==> config.mk <==
export PLATFORM = sky130hd
export DESIGN_NAME = cmpcap_timer
export DESIGN_NICKNAME = d
export VERILOG_FILES = /design/src/rtl/cmpcap_pkg.sv /design/src/rtl/cmpcap_prescaler.sv /design/src/rtl/cmpcap_capture.sv /design/src/rtl/cmpcap_timer.sv
export SDC_FILE = /design/constraint.sdc
export NUM_CORES = 1
export LEC_CHECK = 0
export ABC_AREA = 1
export ABC_CLOCK_PERIOD_IN_PS = 3800
export BUFFER_PORTS_ARGS = -buffer_cell sky130_fd_sc_hd__buf_4
export CORE_MARGIN = 4
export CORE_UTILIZATION = 55
export CTS_BUF_LIST = sky130_fd_sc_hd__clkbuf_16
export CTS_CLUSTER_SIZE = 10
export DETAILED_ROUTE_END_ITERATION = 7
export GPL_TIMING_DRIVEN = 0
export PLACE_DENSITY_LB_ADDON = 0.05
export SLEW_MARGIN = 10
export SYNTH_ARGS = -nofsm -noshare
export SYNTH_HDL_FRONTEND = slang
export SYNTH_HIERARCHICAL = 1
export SYNTH_SLANG_ARGS = --single-unit
==> constraint.sdc <==
create_clock -name clk -period 3.8 [get_ports clk]
set_input_delay 0.19 -clock clk [delete_from_list [all_inputs] [get_ports clk]]
set_output_delay 0.19 -clock clk [all_outputs]
set_load 0.05 [all_outputs]
==> src/rtl/cmpcap_pkg.sv <==
package cmpcap_pkg;

    typedef enum logic [1:0] {
        ST_HALTED   = 2'd0,
        ST_COUNTING = 2'd1,
        ST_SWRESET  = 2'd2
    } tmr_state_t;

    localparam logic [3:0] A_CTRL  = 4'd0;
    localparam logic [3:0] A_PRE   = 4'd1;
    localparam logic [3:0] A_STAT  = 4'd2;
    localparam logic [3:0] A_IEN   = 4'd3;
    localparam logic [3:0] A_CMP0  = 4'd4;
    localparam logic [3:0] A_CAP0  = 4'd7;
    localparam logic [3:0] A_COUNT = 4'd9;

    localparam int CB_EN      = 0;
    localparam int CB_ENMODE  = 1;
    localparam int CB_FREERUN = 9;
    localparam int CB_SWRESET = 15;
    localparam int CB_CAPMODE = 16;

    localparam int N_CMP  = 3;
    localparam int N_CAP  = 2;
    localparam int FLAG_W = 6;
    localparam logic [FLAG_W-1:0] FLAG_MASK = 6'b100111;

endpackage

==> src/rtl/cmpcap_prescaler.sv <==
module cmpcap_prescaler #(
    parameter int PRE_W = 12
) (
    input  logic             clk,
    input  logic             rst_n,
    input  logic             run,
    input  logic             clear,
    input  logic [PRE_W-1:0] div,
    output logic             tick
);
    logic [PRE_W-1:0] pcnt_q;

    assign tick = run && !clear && (pcnt_q >= div);

    always_ff @(posedge clk or negedge rst_n) begin
        if (!rst_n)                     pcnt_q <= '0;
        else if (clear || !run)         pcnt_q <= '0;
        else if (pcnt_q >= div)         pcnt_q <= '0;
        else                            pcnt_q <= pcnt_q + 1'b1;
    end

    AST_PRE_RESTART: assert property (@(posedge clk) disable iff (!rst_n)
        tick |=> (pcnt_q == '0));

endmodule

==> src/rtl/cmpcap_capture.sv <==
module cmpcap_capture #(
    parameter int CNT_W = 32
) (
    input  logic             clk,
    input  logic             rst_n,
    input  logic             clear,
    input  logic             pin,
    input  logic [1:0]       mode,
    input  logic [CNT_W-1:0] count,
    output logic [CNT_W-1:0] value
);
    logic sync_q, prev_q;
    logic rise, fall, hit;

    assign rise = sync_q & ~prev_q;
    assign fall = ~sync_q & prev_q;
    assign hit  = (mode[0] & rise) | (mode[1] & fall);

    always_ff @(posedge clk or negedge rst_n) begin
        if (!rst_n) begin
            sync_q <= 1'b0;
            prev_q <= 1'b0;
        end else begin
            sync_q <= pin;
            prev_q <= sync_q;
        end
    end

    always_ff @(posedge clk or negedge rst_n) begin
        if (!rst_n)      value <= '0;
        else if (clear)  value <= '0;
        else if (hit)    value <= count;
    end

    AST_CAP_LATCH: assert property (@(posedge clk) disable iff (!rst_n)
        (hit && !clear) |=> (value == $past(count)));

endmodule

==> src/rtl/cmpcap_timer.sv <==
module cmpcap_timer
    import cmpcap_pkg::*;
#(
    parameter int CNT_W = 32,
    parameter int PRE_W = 12
) (
    input  logic        clk,
    input  logic        rst_n,
    input  logic        bus_we,
    input  logic [3:0]  bus_addr,
    input  logic [31:0] bus_wdata,
    output logic [31:0] bus_rdata,
    input  logic [1:0]  cap_pin,
    output logic        irq
);
    localparam logic [CNT_W-1:0] CNT_MAX = '1;

    tmr_state_t state_q, state_d;

    logic [31:0]       ctrl_q;
    logic [PRE_W-1:0]  pre_q;
    logic [FLAG_W-1:0] stat_q, ien_q, stat_set;
    logic [CNT_W-1:0]  cmp_q [N_CMP];
    logic [CNT_W-1:0]  cap_v [N_CAP];
    logic [CNT_W-1:0]  count_q;
    logic [N_CMP-1:0]  cmp_hit;

    logic bus_open, ctrl_wr, swr_req, start_clear, wipe, run, tick, restart, roll;

    assign bus_open    = (state_q != ST_SWRESET) && bus_we;
    assign ctrl_wr     = bus_open && (bus_addr == A_CTRL);
    assign swr_req     = ctrl_wr && bus_wdata[CB_SWRESET];
    assign start_clear = (state_q == ST_HALTED) && ctrl_wr && !swr_req
                         && bus_wdata[CB_EN] && bus_wdata[CB_ENMODE];
    assign wipe        = swr_req || (state_q == ST_SWRESET);
    assign run         = (state_q == ST_COUNTING);
    assign restart     = !ctrl_q[CB_FREERUN];

    // state register
    always_ff @(posedge clk or negedge rst_n) begin
        if (!rst_n) state_q <= ST_HALTED;
        else        state_q <= state_d;
    end

    // next state: START, STOP, WIPE, RECOVER
    always_comb begin
        state_d = state_q;
        unique case (state_q)
            ST_HALTED: begin
                if (swr_req)                        state_d = ST_SWRESET;
                else if (ctrl_wr && bus_wdata[CB_EN]) state_d = ST_COUNTING;
            end
            ST_COUNTING: begin
                if (swr_req)                         state_d = ST_SWRESET;
                else if (ctrl_wr && !bus_wdata[CB_EN]) state_d = ST_HALTED;
            end
            ST_SWRESET: state_d = ST_HALTED;
            default:    state_d = ST_HALTED;
        endcase
    end

    cmpcap_prescaler #(.PRE_W(PRE_W)) u_pre (
        .clk   (clk),
        .rst_n (rst_n),
        .run   (run),
        .clear (start_clear || wipe),
        .div   (pre_q),
        .tick  (tick)
    );

    genvar g;
    generate
        for (g = 0; g < N_CMP; g++) begin : g_cmp
            assign cmp_hit[g] = tick && (count_q == cmp_q[g]);
        end
        for (g = 0; g < N_CAP; g++) begin : g_cap
            cmpcap_capture #(.CNT_W(CNT_W)) u_cap (
                .clk   (clk),
                .rst_n (rst_n),
                .clear (wipe),
                .pin   (cap_pin[g]),
                .mode  (ctrl_q[CB_CAPMODE + 2*g +: 2]),
                .count (count_q),
                .value (cap_v[g])
            );
        end
    endgenerate

    assign roll     = tick && (count_q == CNT_MAX) && !(restart && cmp_hit[0]);
    assign stat_set = {roll, 2'b00, cmp_hit};

    // counter
    always_ff @(posedge clk or negedge rst_n) begin
        if (!rst_n)                      count_q <= '0;
        else if (wipe || start_clear)    count_q <= '0;
        else if (tick) begin
            if (restart && cmp_hit[0])   count_q <= '0;
            else                         count_q <= count_q + 1'b1;
        end
    end

    // register file
    always_ff @(posedge clk or negedge rst_n) begin
        if (!rst_n) begin
            ctrl_q <= '0;
            pre_q  <= '0;
            stat_q <= '0;
            ien_q  <= '0;
            for (int i = 0; i < N_CMP; i++) cmp_q[i] <= '0;
        end else if (wipe) begin
            ctrl_q <= swr_req ? (32'd1 << CB_SWRESET) : 32'd0;
            pre_q  <= '0;
            stat_q <= '0;
            ien_q  <= '0;
            for (int i = 0; i < N_CMP; i++) cmp_q[i] <= '0;
        end else begin
            if (ctrl_wr)                               ctrl_q <= bus_wdata;
            if (bus_open && bus_addr == A_PRE)         pre_q  <= bus_wdata[PRE_W-1:0];
            if (bus_open && bus_addr == A_IEN)         ien_q  <= bus_wdata[FLAG_W-1:0] & FLAG_MASK;
            if (bus_open && bus_addr == A_STAT)
                stat_q <= (stat_q & ~bus_wdata[FLAG_W-1:0]) | stat_set;
            else
                stat_q <= stat_q | stat_set;
            for (int i = 0; i < N_CMP; i++)
                if (bus_open && bus_addr == A_CMP0 + 4'(i)) cmp_q[i] <= bus_wdata[CNT_W-1:0];
        end
    end

    // outputs
    always_comb begin
        bus_rdata = '0;
        unique case (bus_addr)
            A_CTRL:                 bus_rdata = ctrl_q;
            A_PRE:                  bus_rdata[PRE_W-1:0]  = pre_q;
            A_STAT:                 bus_rdata[FLAG_W-1:0] = stat_q;
            A_IEN:                  bus_rdata[FLAG_W-1:0] = ien_q;
            4'd4, 4'd5, 4'd6:       bus_rdata[CNT_W-1:0]  = cmp_q[bus_addr - A_CMP0];
            4'd7, 4'd8:             bus_rdata[CNT_W-1:0]  = cap_v[bus_addr - A_CAP0];
            A_COUNT:                bus_rdata[CNT_W-1:0]  = count_q;
            default:                bus_rdata = '0;
        endcase
        irq = |(stat_q & ien_q & FLAG_MASK);
    end

    AST_SWR_ONE_CYCLE: assert property (@(posedge clk) disable iff (!rst_n)
        (state_q == ST_SWRESET) |=> (state_q == ST_HALTED && ctrl_q == 32'd0));

    AST_HALT_HOLDS: assert property (@(posedge clk) disable iff (!rst_n)
        (state_q == ST_HALTED && !ctrl_wr) |=> $stable(count_q));

    AST_RESTART_ZERO: assert property (@(posedge clk) disable iff (!rst_n)
        (tick && restart && count_q == cmp_q[0] && !wipe) |=> (count_q == '0 && stat_q[0]));

    AST_ROLL_FLAG: assert property (@(posedge clk) disable iff (!rst_n)
        (tick && !restart && count_q == CNT_MAX && !wipe) |=> (stat_q[5] && count_q == '0));

    AST_IRQ_QUIET: assert property (@(posedge clk) disable iff (!rst_n)
        (ien_q == '0) |-> !irq);

endmodule

Word-level counts from Yosys, hierarchy flattened
Cells that the tools add are included.
- divide/modulo/power cells: 0
- equality and inequality tests: 18
- bitwise gates (word level): 21
- multiplexer cells: 36
- magnitude comparators: 3
- multiply operators: 0
- reduce and logical (&&, ||, !) cells: 47
- shifts and indexed selects: 0
- add/sub/neg operators: 4
- operators by type and width (cell ; number):
    $mux W32 ; 17
    $eq A32 B32 Y1 ; 3
    $mux W96 ; 1
    $pmux W20 S4 ; 1
    $bmux W32 S2 ; 1
    $mux W12 ; 4
    $pmux W6 S7 ; 1
    $add A32 B1 Y32 const B ; 1
    $eq A32 B32 Y1 const B ; 1
    $pmux W6 S5 ; 1
    $mux W6 ; 4
    $logic_and A1 B1 Y1 ; 23
    $reduce_bool A2 Y1 ; 9
    $eq A4 B3 Y1 const B ; 4
    $mux W16 ; 1
    $add A12 B1 Y12 const B ; 1
    $and A6 B6 Y6 ; 2
    $ge A12 B12 Y1 ; 1
    $or A6 B6 Y6 ; 2
    $not A4 Y5 ; 2
    $and A1 B1 Y1 ; 8
    $eq A4 B2 Y1 const B ; 2
    $eq A4 B4 Y1 const B ; 2
    $mux W2 ; 4
    21 further kinds ; 33
- bits in writable memories: 0
- memory bits (read-only): 0
- memories: 0
- latch bits: 0
- output and inout bits: 33
- input bits: 41
- register bits after elaboration: 266
- word-level logic and storage cells: 145

Logic depth before layout (Yosys ltp)
- word-level depth: 19
- depth in mapped cells: 20

By module
The synthesis kept the hierarchy.
- modules (own cells, without submodules) (module ; area each (µm²) ; instances ; sequential area each (µm²) ; cells each):
    cmpcap_timer ; 11135.7 ; 1 ; 4604.4 ; 1584
    cmpcap_capture ; 1682.9 ; 2 ; 850.8 ; 151
    cmpcap_prescaler ; 1002.2 ; 1 ; 300.3 ; 146

Least setup slack after synthesis
Ideal clock, no wire load.
- kind: input to output
- from: input bus_addr[0]
- to: output bus_rdata[12]
- arrival: 2.906 ns
- data required time: 3.610 ns
- path slack: 0.704 ns
- path buffers: 3
- stages: 9
- path through: buf_4 inv_1 nand2_2 nand2_1 o21a_1 buf_4 inv_2 clkbuf_1 o311ai_0
- longest elaborated chain between the ends: 6
- elaborated cells on any way between the ends: 20
- those cells by class: add/sub (2); eq/ne (6); mux (7); bitwise (2); reduce/logical (3)
- ends and longest elaborated chain (what ; RTL line ; source):
    start, declared ; cmpcap_timer.sv:10 ; input logic [3:0] bus_addr,
    $sub A4 B3 Y4 (on tied branches) ; cmpcap_timer.sv:137, cmpcap_timer.sv:138 ;
    $not A4 Y5 (on tied branches) ; cmpcap_timer.sv:137, cmpcap_timer.sv:138 ;
    $bmux W32 S2 or $mux W32 (tied branches) ; cmpcap_timer.sv:137, cmpcap_timer.sv:138 ;
    $mux W32 (on tied branches) (2 in a row) ; cmpcap_timer.sv:137, cmpcap_timer.sv:138 ;
    $pmux W20 S4 (*) ; cmpcap_timer.sv:132 ; unique case (bus_addr)
    end, declared ; cmpcap_timer.sv:12 ; output logic [31:0] bus_rdata,
Every way passes the cells marked *; elsewhere a longest branch is shown, timed or not. The select of a mux whose other input is x is not followed.

Final worst setup path
- from: register state_q[0]
- to: register stat_q[5]
- longest elaborated chain between the ends: 19
- elaborated cells on any way between the ends: 27
- those cells by class: eq/ne (3); mux (2); bitwise (2); reduce/logical (20)
- ends and longest elaborated chain (what ; RTL line ; source):
    start, declared ; cmpcap_timer.sv:18 ; tmr_state_t state_q, state_d;
    start signal, assigned ; cmpcap_timer.sv:42 ; else state_q <= state_d;
    $ne A2 B2 Y1 ; cmpcap_timer.sv:30 ; assign bus_open = (state_q != ST_SWRESET) && bus_we;
    $logic_and A1 B1 Y1 ; cmpcap_timer.sv:30 ;
    $logic_and A1 B1 Y1 ; cmpcap_timer.sv:31 ; assign ctrl_wr = bus_open && (bus_addr == A_CTRL);
    $logic_and A1 B1 Y1 ; cmpcap_timer.sv:32 ; assign swr_req = ctrl_wr && bus_wdata[CB_SWRESET];
    $logic_not A1 Y1 ; cmpcap_timer.sv:33 ; assign start_clear = (state_q == ST_HALTED) && ctrl_wr && !swr_req
    $logic_and A1 B1 Y1 ; cmpcap_timer.sv:33 ;
    $logic_and A1 B1 Y1 (2 in a row) ; cmpcap_timer.sv:34 ; && bus_wdata[CB_EN] && bus_wdata[CB_ENMODE];
    $logic_or A1 B1 Y1 ; cmpcap_timer.sv:66 ; .clear (start_clear || wipe),
    [3 not listed] ; - ;
    net tick ; cmpcap_timer.sv:28 ; logic bus_open, ctrl_wr, swr_req, start_clear, wipe, run, tick, restart, roll;
    $logic_and A1 B1 Y1 ; cmpcap_timer.sv:74 ; assign cmp_hit[g] = tick && (count_q == cmp_q[g]);
    $logic_and A1 B1 Y1 ; cmpcap_timer.sv:89 ; assign roll = tick && (count_q == CNT_MAX) && !(restart && cmp_hit[0]);
    $logic_not A1 Y1 ; cmpcap_timer.sv:89 ;
    $logic_and A1 B1 Y1 (*) ; cmpcap_timer.sv:89 ;
    $or A6 B6 Y6 (on tied branches) ; cmpcap_timer.sv:123, cmpcap_timer.sv:121 ;
    $mux W6 (*) ; cmpcap_timer.sv:120 ; if (bus_open && bus_addr == A_STAT)
    $mux W6 (*) ; cmpcap_timer.sv:110 ; end else if (wipe) begin
    end signal, assigned ; cmpcap_timer.sv:121 ; stat_q <= (stat_q & ~bus_wdata[FLAG_W-1:0]) | stat_set;
    end signal, assigned ; cmpcap_timer.sv:123 ; stat_q <= stat_q | stat_set;
    end, declared ; cmpcap_timer.sv:22 ; logic [FLAG_W-1:0] stat_q, ien_q, stat_set;
The timed path passes the listed nets; every way through them passes the cells marked *.
A chain may end at the register's enable or synchronous reset.

==> flow_summary.ini <==
[synth]
ys_warn_count = 6
synth-main-ff-cell = dfrtp_1
syn_inst = 2032
synth_area_leaders = dfrtp_1, nand2_1, inv_1, o21ai_0, nor2_1
synth_area_sq_um = 15500
seq_area_frac_synth_pct = 42.6
synth_top_cell_area_share_pct = 42.6
synth_seq_cells = 264
synth_top_area_cell = dfrtp_1
synth-edff-count = 0
yosysUniqueCellTypes = 50
synth_fp_nets = 2087
async_flop_share_pct = 100
avgSynthCellArea_sq_um = 7.63

[timing]
finalCritPeriodShare_pct = 96.3
fin_ws_ns = 0.140
finalSetupViolations = 0
fmax_mhz = 273
finalSetupTns_ns = 0
slew_headroom_pct = 31.1
slew_viol_final = 0
finalHoldViolCount = 0
rsz0062_at_grt = false
final.setup_skew_ns = 0.0131
period_needed_ns = 3.66
holdWs_ns = 0.0299
tightestPinTransition_ns = 1.03

[detailed_routing]
first_pass_iters = 6
drt_iter0_markers = 2162
wl_per_cell_um = 24.6
vias = 15600
final_antenna_net_count = 0
drc = 0
wl_um = 62500
vias_per_cell = 6.15

[setup_path]
r2r_start = state_q[0]$_DFFE_PN0P_
path_class = flop to flop
r2r_setup_slack_ns = 0.14
critical_path.endpoint_type = flop
worst_r2r_endpoint = stat_q[5]$_DFF_PN0_
cp-start-kind = flop
critical_path.max_fanout = 10
critical_path_arrival_ns = 4.04
critPathRequiredTime_ns = 4.18
reg2regPathDepth = 20

[place]
io_buffers = 72
gp_congestion = 1.04
dp_slack_ns = -0.114
placed_cells_incl_taps = 2485
hpwlAfterDp_um = 47400

[die]
start_util_pct = 55.8
die_area_sq_um = 30900
chipHeight_um = 176
ios = 74
core_area_sq_um = 27800
die_w_um = 176
rows = 61

[hold_path]
min_to = ctrl_q[15]$_DFFE_PN0P_
worstHoldStart = bus_wdata[15]
hold_depth = 3
hp-class = primary input to flop

[cts]
clock_sinks = 264
numCtsBuffers = 35
cts_buffer_depth = 3
worstSkewPairLatency_ns = 0.52
cts_tree = yes
cts-root-buf = clkbuf_16
clk_pin_slew_ns = 0.06
cts-htree-levels = 2

[final_layout]
diodes = 0
finalNetCount = 2204
instances_no_fill = 2543
syn_to_final_growth_pct = 14.2
layout-drive-gt1-share_pct = 14.4
post-route-util_pct = 63.7

[run]
cap_violations = 0

[power_and_ir_drop]
p_leak_nw = 8.63
p_per_area_nw_per_um2 = 505
ir_drop_v = 0.000392

[global_route]
grt_util_all_layers_pct = 40.2
grt_antenna_before_repair = 3
grt_pass1_vias = 15000
grt.overflow.total = 0
grt_pass1_wl_um = 93100
grt_max_degree = 86

[status]
status = finished clean
-- logic make-up (layout without fill, tap and decap cells) --
logic type,count (synthesis),in the layout,synth area share [%]
AOI/OAI and AO/OA,297,297,11.9
xor gates and xnor gates,42,42,2.37
adders and majority gates,14,14,1.13
buffers and inverters,355,488,10.3
DFF,264,264,42.6
muxes,3,3,0.194
and+or+nand+nor,1057,1057,31.5
-- worst max-delay path, stage by stage (launching register included) --
cell	delay [ns]
dfrtp_1	0.41
inv_1	0.08
nand2_1	0.07
nand2_2	0.15
nor2_8	0.06
a21oi_4	0.20
buf_6	0.20
nand2_1	0.16
nor2_4	0.24
inv_1	0.15
a21oi_2	0.27
inv_1	0.19
a21oi_1	0.15
nand3_1	0.09
nor2_1	0.16
nand2_1	0.07
nor2_1	0.19
nand3_1	0.20
clkbuf_2	0.25
nand2_1	0.15
a21oi_1	0.07
-- report_power, final --
group / switching, W / internal [W] / leakage (nW)
Sequential: 0.000430 / 0.00330 / 3.44
Clock: 0.00125 / 0.00186 / 0.522
Combinational: 0.00142 / 0.000689 / 4.66
-- layer usage --
| layer | track usage (%) | share of wire, % | up-vias |
|---|---|---|---|
| met2 | 62.5 | 44 | 1038 |
| met1 | 53.3 | 38 | 7502 |
| li1 | - | - | 6875 |
| met5 | 0 | 0.045 | - |
| met3 | 8.91 | 11 | 222 |
| met4 | 19.7 | 6.3 | 4 |
-- area by class of cell --
| type | count | area [sq um] |
|---|---|---|
| well taps | 378 | 473 |
| repair buffers | 80 | 676 |
| inverters | 230 | 863 |
| plain buffers | 125 | 736 |
| multi-input cells | 1413 | 7300 |
| flip-flops and latches | 264 | 6610 |
| clock buffers | 37 | 926 |
| clock inverters | 16 | 118 |
| fillers | 2525 | 10100 |
-- placed cells by master, fill, tap and decap left out, types with 7 or more instances in the layout --
| cell | synthesis | layout |
|---|---|---|
| nand3_1 | 50 | 50 |
| o311ai_0 | 16 | 16 |
| nand4_1 | 97 | 97 |
| nand2_1 | 615 | 615 |
| inv_2 | 12 | 12 |
| o22ai_1 | 16 | 16 |
| inv_1 | 217 | 221 |
| dfrtp_1 | 264 | 264 |
| o2111ai_1 | 13 | 13 |
| a21oi_1 | 23 | 22 |
| nand2_2 | 7 | 7 |
| buf_2 | 57 | 57 |
| o21ai_0 | 149 | 149 |
| xor2_1 | 27 | 27 |
| nor3_1 | 20 | 20 |
| xnor2_1 | 15 | 15 |
| ha_1 | 14 | 14 |
| a22oi_1 | 24 | 24 |
| buf_4 | 9 | 82 |
| o21ai_1 | 10 | 10 |
| nor2_1 | 183 | 183 |
| clkinv_1 | 1 | 9 |
| nand3_2 | 60 | 60 |
| clkbuf_16 | 0 | 37 |
| clkbuf_1 | 38 | 37 |
| o221ai_1 | 23 | 23 |
-- cell usage after synthesis (3+ instances only) --
master / n
o21ai_1: 10
nand3_4: 5
mux2i_1: 3
xnor2_1: 15
nor3_1: 20
nand2_2: 7
nand3_1: 50
dfrtp_1: 264
nor2_1: 183
o221ai_1: 23
buf_12: 6
a22oi_1: 24
o21ai_0: 149
a21oi_1: 23
clkbuf_1: 38
nor2_2: 4
buf_2: 57
a21oi_2: 4
nand3_2: 60
a221oi_1: 6
nor2_4: 4
xor2_1: 27
or2_2: 5
inv_1: 217
nand2_1: 615
inv_2: 12
buf_4: 9
ha_1: 14
nand4_1: 97
o311ai_0: 16
o2111ai_1: 13
clkbuf_4: 6
o211ai_1: 5
buf_6: 5
o22ai_1: 16
-- worst max-delay path by stage --
stage | from | end | slack [ns]
final | state_q[0]$_DFFE_PN0P_ | stat_q[5]$_DFF_PN0_ | 0.14
after global routing | state_q[0]$_DFFE_PN0P_ | stat_q[5]$_DFF_PN0_ | 0.006
after CTS | state_q[0]$_DFFE_PN0P_ | stat_q[5]$_DFF_PN0_ | 0.05
after detailed placement | state_q[0]$_DFFE_PN0P_ | stat_q[5]$_DFF_PN0_ | -0.11
after global placement | state_q[0]$_DFFE_PN0P_ | stat_q[5]$_DFF_PN0_ | -0.1
after floorplan | bus_addr[0] | bus_rdata[12] | 0.70
-- flip-flops by register name, summed over array words and instances, names as in the netlist --
signal,count
cmp_q,96
g_cap.u_cap/value,64
count_q,32
ctrl_q,32
pre_q,12
u_pre/pcnt_q,12
stat_q,6
ien_q,4
g_cap.u_cap/prev_q,2
g_cap.u_cap/sync_q,2
state_q,2
-- stage by stage --
step,power [W],cell area (sq um)
finish,0.00894,17700
global route,0.00927,17700
CTS,0.00885,17700
detailed placement,0.00576,16600
global placement,0.00570,16500
floorplan,0.00494,15500
-- repair_timing --
action / 4_1_cts / 5_1_grt
buffers inserted: 0 / 2
resized for setup: 1 / 2
hold buffers: 3 / 0
pin swaps: 0 / 1
endpoints found under the setup margin: 14 / 30
endpoints found under the hold margin: 62 / 0
No activity file was read; power rests on OpenSTA's default activity.
